**src/rtl/sdw_pkg.sv**
```systemverilog
package sdw_pkg;
  typedef enum logic [2:0] {
    SEL_FULL  = 3'd0,
    SEL_B0    = 3'd1,
    SEL_B1    = 3'd2,
    SEL_B2    = 3'd3,
    SEL_B3    = 3'd4,
    SEL_H0    = 3'd5,
    SEL_H1    = 3'd6,
    SEL_ALIAS = 3'd7
  } sdw_sel_e;

  typedef enum logic [1:0] {
    FILL_KEEP  = 2'd0,
    FILL_ZERO  = 2'd1,
    FILL_SIGN  = 2'd2,
    FILL_KEEP3 = 2'd3
  } sdw_fill_e;

  localparam int unsigned NUM_SEL = 3;
endpackage

```
**src/rtl/sdw_field_decode.sv**
```systemverilog
module sdw_field_decode #(
  parameter int unsigned DATA_W = 32,
  localparam int unsigned SH_W = $clog2(DATA_W)
) (
  input  logic [2:0]        sel,
  output logic [SH_W-1:0]   shamt,
  output logic [DATA_W-1:0] fmask,
  output logic [SH_W-1:0]   topidx,
  output logic              is_full
);
  import sdw_pkg::*;
  localparam int unsigned BYTE_W = DATA_W / 4;
  localparam int unsigned HALF_W = DATA_W / 2;
  localparam logic [DATA_W-1:0] ONES = '1;
  localparam logic [DATA_W-1:0] BMASK = ONES >> (DATA_W - BYTE_W);
  localparam logic [DATA_W-1:0] HMASK = ONES >> (DATA_W - HALF_W);

  always_comb begin
    shamt   = '0;
    fmask   = ONES;
    topidx  = SH_W'(DATA_W - 1);
    is_full = 1'b1;
    case (sdw_sel_e'(sel))
      SEL_B0, SEL_B1, SEL_B2, SEL_B3: begin
        shamt   = SH_W'((sel - 3'd1) * BYTE_W);
        fmask   = BMASK;
        topidx  = SH_W'(BYTE_W - 1);
        is_full = 1'b0;
      end
      SEL_H0, SEL_H1: begin
        shamt   = SH_W'((sel - 3'd5) * HALF_W);
        fmask   = HMASK;
        topidx  = SH_W'(HALF_W - 1);
        is_full = 1'b0;
      end
      default: ;
    endcase
  end
endmodule

```
**src/rtl/sdw_src_extract.sv**
```systemverilog
module sdw_src_extract #(
  parameter int unsigned DATA_W = 32,
  localparam int unsigned SH_W = $clog2(DATA_W)
) (
  input  logic [DATA_W-1:0] src,
  input  logic [SH_W-1:0]   shamt,
  input  logic [DATA_W-1:0] fmask,
  input  logic [SH_W-1:0]   topidx,
  input  logic              is_full,
  input  logic              sx,
  output logic [DATA_W-1:0] val
);
  logic [DATA_W-1:0] raw;
  logic              top;

  always_comb begin
    raw = (src >> shamt) & fmask;
    top = raw[topidx];
    if (sx && !is_full && top) val = raw | ~fmask;
    else                       val = raw;
  end

  // a full-width pick passes the operand unchanged whatever the flag
  always_comb begin
    if (is_full) assert_full_passthru_R3: assert (val == src);
  end
endmodule

```
**src/rtl/sdw_dst_merge.sv**
```systemverilog
module sdw_dst_merge #(
  parameter int unsigned DATA_W = 32,
  localparam int unsigned SH_W = $clog2(DATA_W)
) (
  input  logic [DATA_W-1:0] sum,
  input  logic [DATA_W-1:0] old,
  input  logic [SH_W-1:0]   shamt,
  input  logic [DATA_W-1:0] fmask,
  input  logic [SH_W-1:0]   topidx,
  input  logic [1:0]        fill,
  output logic [DATA_W-1:0] merged
);
  import sdw_pkg::*;
  localparam logic [DATA_W-1:0] ONE = {{(DATA_W-1){1'b0}}, 1'b1};

  logic [DATA_W-1:0] fld, placed, pmask, lo_mask, hi_mask;
  logic              top;

  always_comb begin
    fld     = sum & fmask;
    top     = fld[topidx];
    placed  = fld << shamt;
    pmask   = fmask << shamt;
    lo_mask = (ONE << shamt) - ONE;
    hi_mask = ~(pmask | lo_mask);
    case (sdw_fill_e'(fill))
      FILL_ZERO: merged = placed;
      FILL_SIGN: merged = placed | (top ? hi_mask : '0);
      default:   merged = placed | (old & ~pmask);
    endcase
  end
endmodule

```
**src/rtl/sdw_merge_unit.sv**
```systemverilog
module sdw_merge_unit #(
  parameter int unsigned DATA_W = 32
) (
  input  logic              clk,
  input  logic              rst_n,
  input  logic              in_valid,
  input  logic [DATA_W-1:0] src_a,
  input  logic [DATA_W-1:0] src_b,
  input  logic [DATA_W-1:0] dst_old,
  input  logic [2:0]        sel_a,
  input  logic [2:0]        sel_b,
  input  logic [2:0]        sel_d,
  input  logic [1:0]        fill_mode,
  input  logic              sx_a,
  input  logic              sx_b,
  output logic [DATA_W-1:0] dst_out,
  output logic              out_valid
);
  import sdw_pkg::*;
  localparam int unsigned SH_W = $clog2(DATA_W);
  localparam int unsigned BYTE_W = DATA_W / 4;
  localparam int unsigned HALF_W = DATA_W / 2;

  logic [2:0]        sel_v  [NUM_SEL];
  logic [SH_W-1:0]   sh_v   [NUM_SEL];
  logic [DATA_W-1:0] mk_v   [NUM_SEL];
  logic [SH_W-1:0]   tp_v   [NUM_SEL];
  logic              full_v [NUM_SEL];

  assign sel_v[0] = sel_a;
  assign sel_v[1] = sel_b;
  assign sel_v[2] = sel_d;

  for (genvar g = 0; g < NUM_SEL; g++) begin : g_dec
    sdw_field_decode #(.DATA_W(DATA_W)) u_dec (
      .sel(sel_v[g]), .shamt(sh_v[g]), .fmask(mk_v[g]),
      .topidx(tp_v[g]), .is_full(full_v[g])
    );
  end

  logic [DATA_W-1:0] ext_a, ext_b, sum, merged;

  sdw_src_extract #(.DATA_W(DATA_W)) u_ext_a (
    .src(src_a), .shamt(sh_v[0]), .fmask(mk_v[0]), .topidx(tp_v[0]),
    .is_full(full_v[0]), .sx(sx_a), .val(ext_a)
  );
  sdw_src_extract #(.DATA_W(DATA_W)) u_ext_b (
    .src(src_b), .shamt(sh_v[1]), .fmask(mk_v[1]), .topidx(tp_v[1]),
    .is_full(full_v[1]), .sx(sx_b), .val(ext_b)
  );

  assign sum = ext_a + ext_b;

  sdw_dst_merge #(.DATA_W(DATA_W)) u_merge (
    .sum(sum), .old(dst_old), .shamt(sh_v[2]), .fmask(mk_v[2]),
    .topidx(tp_v[2]), .fill(fill_mode), .merged(merged)
  );

  logic [DATA_W-1:0] dst_d, dst_q;
  logic              vld_d, vld_q;

  always_comb begin
    vld_d = in_valid;
    dst_d = dst_q;
    if (in_valid) dst_d = merged;
  end

  always_ff @(posedge clk or negedge rst_n) begin
    if (!rst_n) begin
      dst_q <= '0;
      vld_q <= 1'b0;
    end else begin
      dst_q <= dst_d;
      vld_q <= vld_d;
    end
  end

  assign dst_out   = dst_q;
  assign out_valid = vld_q;

  assert_valid_rise_R8: assert property (@(posedge clk) disable iff (!rst_n)
    in_valid |=> out_valid);
  assert_idle_hold_R8: assert property (@(posedge clk) disable iff (!rst_n)
    !in_valid |=> (!out_valid && $stable(dst_out)));
  assert_keep_old_R5: assert property (@(posedge clk) disable iff (!rst_n)
    (in_valid && fill_mode == 2'd0 && sel_d == 3'd1)
      |=> dst_out[DATA_W-1:BYTE_W] == $past(dst_old[DATA_W-1:BYTE_W]));
  assert_zero_fill_R6: assert property (@(posedge clk) disable iff (!rst_n)
    (in_valid && fill_mode == 2'd1 && sel_d == 3'd4)
      |=> dst_out[DATA_W-BYTE_W-1:0] == '0);
  assert_sign_fill_R7: assert property (@(posedge clk) disable iff (!rst_n)
    (in_valid && fill_mode == 2'd2 && sel_d == 3'd5)
      |=> dst_out[DATA_W-1:HALF_W] == {HALF_W{dst_out[HALF_W-1]}});
endmodule

```
**config.mk**
```make
export PLATFORM = sky130hd
export DESIGN_NAME = sdw_merge_unit
export DESIGN_NICKNAME = d
export VERILOG_FILES = /design/src/rtl/sdw_pkg.sv /design/src/rtl/sdw_field_decode.sv /design/src/rtl/sdw_src_extract.sv /design/src/rtl/sdw_dst_merge.sv /design/src/rtl/sdw_merge_unit.sv
export SDC_FILE = /design/constraint.sdc
export NUM_CORES = 1
export LEC_CHECK = 0
export ABC_AREA = 1
export ABC_CLOCK_PERIOD_IN_PS = 1000
export BUFFER_PORTS_ARGS = -buffer_cell sky130_fd_sc_hd__buf_2
export CORE_ASPECT_RATIO = 2
export CORE_MARGIN = 8
export CORE_UTILIZATION = 59
export CTS_BUF_LIST = sky130_fd_sc_hd__clkbuf_16
export CTS_CLUSTER_DIAMETER = 200
export DETAILED_ROUTE_END_ITERATION = 10
export PLACE_DENSITY = 0.88
export RECOVER_POWER = 25
export SLEW_MARGIN = 10
export SYNTH_ARGS = -nofsm -noshare
export SYNTH_HDL_FRONTEND = slang
export SYNTH_SLANG_ARGS = --single-unit
export TNS_END_PERCENT = 1
```
**constraint.sdc**
```tcl
create_clock -name clk -period 1 [get_ports clk]
set_input_delay 0.05 -clock clk [delete_from_list [all_inputs] [get_ports clk]]
set_output_delay 0.05 -clock clk [all_outputs]
set_load 0.05 [all_outputs]
```
==> results by group, run 1 <==
Yosys
  – Synth Register Bits: 33
  – Post-synth EDFFs: 0
  – Mapped cell area: 0.005492 mm2
  – Post-synthesis cell count: 953
  – Unique masters post-synth: 45
  – Async set-reset flop share out of synthesis: 100.0%
  – Mapped Nets: 1110
  – YS warnings: 0
  – Synthesized area per cell: 5.762 um2
  – Ys flop type: dfrtp_1
  – Post-synthesis sequential area ratio: 15.04%

Outcome
  – Fail Step: 5_1_grt
  – Log Error: [ERROR GRT-0116] Global routing finished with congestion. Check the congestion regions in the DRC Viewer.
  – Outcome: did not finish

Placed design
  – Pre-CTS WS: -2690 ps
  – GP Congestion: 1.096
  – Number of port buffers: 144
  – Hpwl dp: 19.60 mm
  – Dpl cell area: roughly 0.0080 mm2
  – Placed insts: 1387

Clock network
  – Num CTS Buffers: 5
  – Htree depth: 2
  – CTS root buffer: clkbuf_16
  – Maximum buffer depth of the clock tree: 2
  – Total clock sinks: 33

Floorplanning
  – Die Ht: ~150 um
  – Rows: 50
  – IO Pins: 145
  – Initial Util: 59.71%
  – Die W: 84.22 um

Global routing
  – Vias in the first global route: roughly 12000
  – Gr ovfl total: 38
  – GRT Overall Usage: 70.66%
  – Largest net degree at the start of global routing: 33
  – First-pass GRT wire length: 70.88 mm
## synth_stat cells (2+ instances only)
cell | instances | area share, %
nor3_1 | 8 | 0.73
ha_1 | 44 | 10
nand2_1 | 234 | 16
or2_2 | 4 | 0.46
nor2_4 | 4 | 0.82
nand3_1 | 49 | 4.5
nor2_2 | 3 | 0.34
nand3_2 | 4 | 0.73
o211ai_1 | 9 | 1.2
inv_1 | 106 | 7.2
o21a_1 | 2 | 0.27
o21ai_1 | 2 | 0.18
a31oi_1 | 25 | 2.8
nand2_4 | 3 | 0.62
o21ai_2 | 2 | 0.32
nor4_1 | 2 | 0.23
inv_2 | 4 | 0.27
dfrtp_1 | 33 | 15
nor2_1 | 100 | 6.8
a21oi_1 | 146 | 13
clkinv_1 | 4 | 0.27
a21boi_0 | 2 | 0.27
o21ai_0 | 77 | 7.0
clkbuf_1 | 24 | 1.6
o21bai_1 | 3 | 0.41
o22ai_1 | 4 | 0.46
a21o_1 | 7 | 0.96
xnor2_1 | 2 | 0.32
a211oi_1 | 2 | 0.27
xor2_1 | 9 | 1.4
a22oi_1 | 4 | 0.55
buf_2 | 2 | 0.18
nand3_4 | 3 | 0.96
nand4_1 | 9 | 1.0
nand2_2 | 5 | 0.57
buf_1 | 3 | 0.21
## repair_timing
| item | CTS |
|---|---|
| cloned | 1 |
| setup endpoints to repair | 34 |
| pin swaps | 70 |
| endpoints found under the hold margin | 33 |
| hold buffers | 1 |
| resized for setup | 143 |
| setup buffers | 24 |
## layer usage
metal  GRT usage [%]  GRT overflow
met5           13.99             0
met4           72.08            11
met3           55.94             0
met2           89.40            27
met1           66.93             0
## metrics by stage
stage / setup TNS, ps / util, %
after floorplan: -58510 / -
after detailed placement: -77470 / 87.48
after CTS: -63350 / 97.09
after global placement: -72080 / 87.48
## kinds of logic after synthesis
| group | after synthesis | synth area share [%] |
|---|---|---|
| adders and majority gates | 45 | 10.39 |
| DFF | 33 | 15.04 |
| and+or+nand+nor | 431 | 34.15 |
| xor gates and xnor gates | 11 | 1.755 |
| buffers and inverters | 144 | 9.934 |
| AOI/OAI and AO/OA | 289 | 28.73 |
==> run 2: changes to the inputs <==
--- a/config.mk
+++ b/config.mk
@@ -8,13 +8,10 @@
 export ABC_AREA = 1
 export ABC_CLOCK_PERIOD_IN_PS = 1000
 export BUFFER_PORTS_ARGS = -buffer_cell sky130_fd_sc_hd__buf_2
-export CORE_ASPECT_RATIO = 2
 export CORE_MARGIN = 8
-export CORE_UTILIZATION = 59
-export CTS_BUF_LIST = sky130_fd_sc_hd__clkbuf_16
-export CTS_CLUSTER_DIAMETER = 200
+export CORE_UTILIZATION = 40
 export DETAILED_ROUTE_END_ITERATION = 10
-export PLACE_DENSITY = 0.88
+export PLACE_DENSITY_LB_ADDON = 0.15
 export RECOVER_POWER = 25
 export SLEW_MARGIN = 10
 export SYNTH_ARGS = -nofsm -noshare
==> run 2 against run 1 <==
  * The flow now finishes, with violations (negative setup slack)
  * Synthesized cell count did not move
  * Area after synthesis stayed put
==> results by group, run 2 <==
Yosys
  – Async set-reset flop share out of synthesis: 100.0%
  – Synth Register Bits: 33
  – Top-area cell type share of the netlist area: around 16%
  – Most frequent cell after synthesis: nand2_1
  – Post-synthesis cell count: 953
  – Top post-synthesis cells by area: nand2_1 (16%), dfrtp_1 (15%), a21oi_1 (13%)
  – YS warnings: 0
  – Unique masters post-synth: 45
  – Synth Area in Adders: 10.39%
  – Post-Synth Simple-Gate Area: 34.15%
  – Ys flop type: dfrtp_1
  – Largest family of logic cells by synthesized area: simple AND/OR/NAND/NOR gates
  – Post-Synth XOR/XNOR Area: ~1.8%
  – Mux share of post-synthesis cell area: 0%
  – Mapped Nets: ~1100
  – Synth area leader: nand2_1
  – Synth top cells by count: nand2_1 (234), a21oi_1 (146), inv_1 (106)
  – Post-synthesis sequential area ratio: 15.04%
  – Mapped cell area: 0.005492 mm2
  – Complex-gate fraction of the synthesized area: between 20 and 30%
  – Post-synth EDFFs: 0
  – Synthesized area per cell: 5.762 um2

Worst hold path
  – Hold/Removal Path Class: primary input to register
  – Worst hold endpoint: dst_out[3]$_DFFE_PN0P_
  – Worst hold path startpoint: dst_old[3]
  – Hold Path Depth: 3

Clock network
  – Clk_lat worst skew: 280 ps
  – Htree depth: 2
  – CTS root buffer: clkbuf_16
  – Worst-path clk slew: 60 ps
  – Maximum buffer depth of the clock tree: 2
  – CTS tree: yes
  – Total clock sinks: 33
  – Num CTS Buffers: 5

STA
  – Final setup viols: 32
  – Tmin final: 3274 ps
  – Max-slew violations: 0
  – Post-route setup slack: -2274 ps
  – Slew headroom: 68.28%
  – Worst hold margin: 43.82 ps
  – Highest clock rate: 305.4 MHz
  – Endpoints failing hold: 0
  – Worst Clk Skew: 0 ps
  – Final Cycle Share: 327.4%
  – Worst slew pin tran: between 400 and 500 ps
  – RSZ-0062 raised after global routing: yes

Floorplanning
  – Initial Util: 40.18%
  – Rows: 43
  – Core ar.: roughly 0.014 mm2
  – IO Pins: 145
  – Die W: 133.2 um
  – Die Ht: 133.2 um
  – Die area: 0.01773 mm2

Setup path
  – CP startpoint kind: primary input
  – R2R Path Start: dst_out[18]$_DFFE_PN0P_
  – CP Max Fanout: 8
  – CP dominant cell by count: nand3_4
  – Critical Path End Type: register
  – Slowest CP cell: ha_4
  – Reg2Reg Capture Point: dst_out[18]$_DFFE_PN0P_
  – Critical Path AT: 3480 ps
  – CP Data Required Time: approximately 1200 ps
  – FF-to-FF path depth: 2
  – CP max stage delay: 250 ps
  – R2r setup slk: 300 ps
  – Crit Path Class: primary input to register
  – Crit path max-delay family: simple AND/OR/NAND/NOR gates
  – WP buf/inv: 5

Layout
  – Final Core Density: between 70% and 80%
  – Synthesis-to-finish area growth: 76.65%
  – Most common cell after layout, fill and taps aside: buf_4
  – Layout cells sized above 1: 46.56%
  – Commonest cells after routing, fill and taps aside: buf_4 (266), nand2_1 (208), buf_2 (140)
  – Nets: 1509
  – Max FFs per register: 32
  – Ant diodes: 0

Global routing
  – Vias in the first global route: roughly 8000
  – First-pass GRT wire length: 38.65 mm
  – Initial antenna violation count: 0
  – GRT Overall Usage: 26.24%
  – Largest net degree at the start of global routing: 34
  – Gr ovfl total: 0

Outcome
  – Failing checks: negative setup slack
  – Outcome: finished with violations

Routing
  – Routed len/inst: approximately 16 um
  – Routed vias/inst: 5.226
  – DR DRC count: 0
  – Drt first pass iters: 6
  – Number of DRC markers in iteration 0: 643
  – DRT Wirelength: 23.88 mm
  – Routed vias: 8011
  – DRT antenna net count: 0

Run
  – Max_cap viols: 0

Placed design
  – Number of port buffers: 144
  – GP Congestion: around 1
  – Hpwl dp: 19.12 mm
  – Pre-CTS WS: -2747 ps

Pwr
  – Peak supply drop: 1.077 mV
  – Leak: 5.006 nW
  – Pwr Density: around 1800 mW/mm2
-- run 2: metal layers --
metal  part of all wire [%]  vias to the layer above  wire length, um  track usage, %
li1                       -                     3997                -               -
met1                     42                     3713            10120           32.70
met3                    7.3                       41             1746           6.099
met5                      0                        -                0               0
met2                     48                      260            11490           44.77
met4                    2.2                        0              521           6.176
-- run 2: power breakdown --
part           switching, mW  internal [mW]
Combinational           7.82           5.86
Sequential             0.213           1.70
Clock                  0.591           1.05
Total                   8.62           8.62
-- run 2: layout make-up --
type	instances	area, um2
repair buffers	420	2889
multi-input cells	776	5126
clock buffers	7	152.6
well taps	180	225.2
repair inverters	1	7.507
fillers	1192	3965
inverters	115	469.2
flip-flops and latches	33	825.8
clock inverters	1	5.005
-- run 2: timing repair --
item / in CTS / in global routing
pin swaps: 54 / 41
hold buffers: 1 / 0
cloned: 1 / 0
endpoints found under the hold margin: 33 / 0
resized for setup: 145 / 74
endpoints found under the setup margin: 32 / 33
buffers inserted: 13 / 7
-- run 2: how the worst max path moves through the flow --
stage               startpoint                       to  slack, ps  cells after the start
floorplan             sel_b[0]  dst_out[29]$_DFFE_PN0P_      -2050                     29
global placement      sel_b[1]  dst_out[25]$_DFFE_PN0P_      -2690                     27
detailed placement    sel_a[0]  dst_out[25]$_DFFE_PN0P_      -2750                     25
CTS                   sel_a[1]  dst_out[23]$_DFFE_PN0P_      -2170                     28
global route          sel_a[0]  dst_out[11]$_DFFE_PN0P_      -2590                     28
finish                sel_b[1]  dst_out[23]$_DFFE_PN0P_      -2270                     29
-- run 2: stage by stage --
step / instances / area, um2 / power, mW / TNS, ps
after global routing: 1533 / 9701 / 18.45 / -73660
after global placement: 1504 / 8473 / 13.34 / -76410
final: 1533 / 9701 / 17.24 / -65120
after CTS: 1526 / 9291 / 16.25 / -62730
after detailed placement: 1504 / 8473 / 13.36 / -77350
after floorplan: 953 / 5723 / 8.176 / -58510
-- run 2: worst reg2reg max path: cells and delay by family (launching register included) --
kind,cells,cell delay (ps)
simple gates,1,140
compound gates,1,50
flops,1,400
-- run 2: kinds of logic (layout without fill, tap and decap cells) --
group,count (synthesis),count (layout)
simple gates,431,431
flops,33,33
xor+xnor,11,11
buf+inv,144,544
compound gates,289,289
fa+ha+maj,45,45
(Power assumes the default switching activity.)
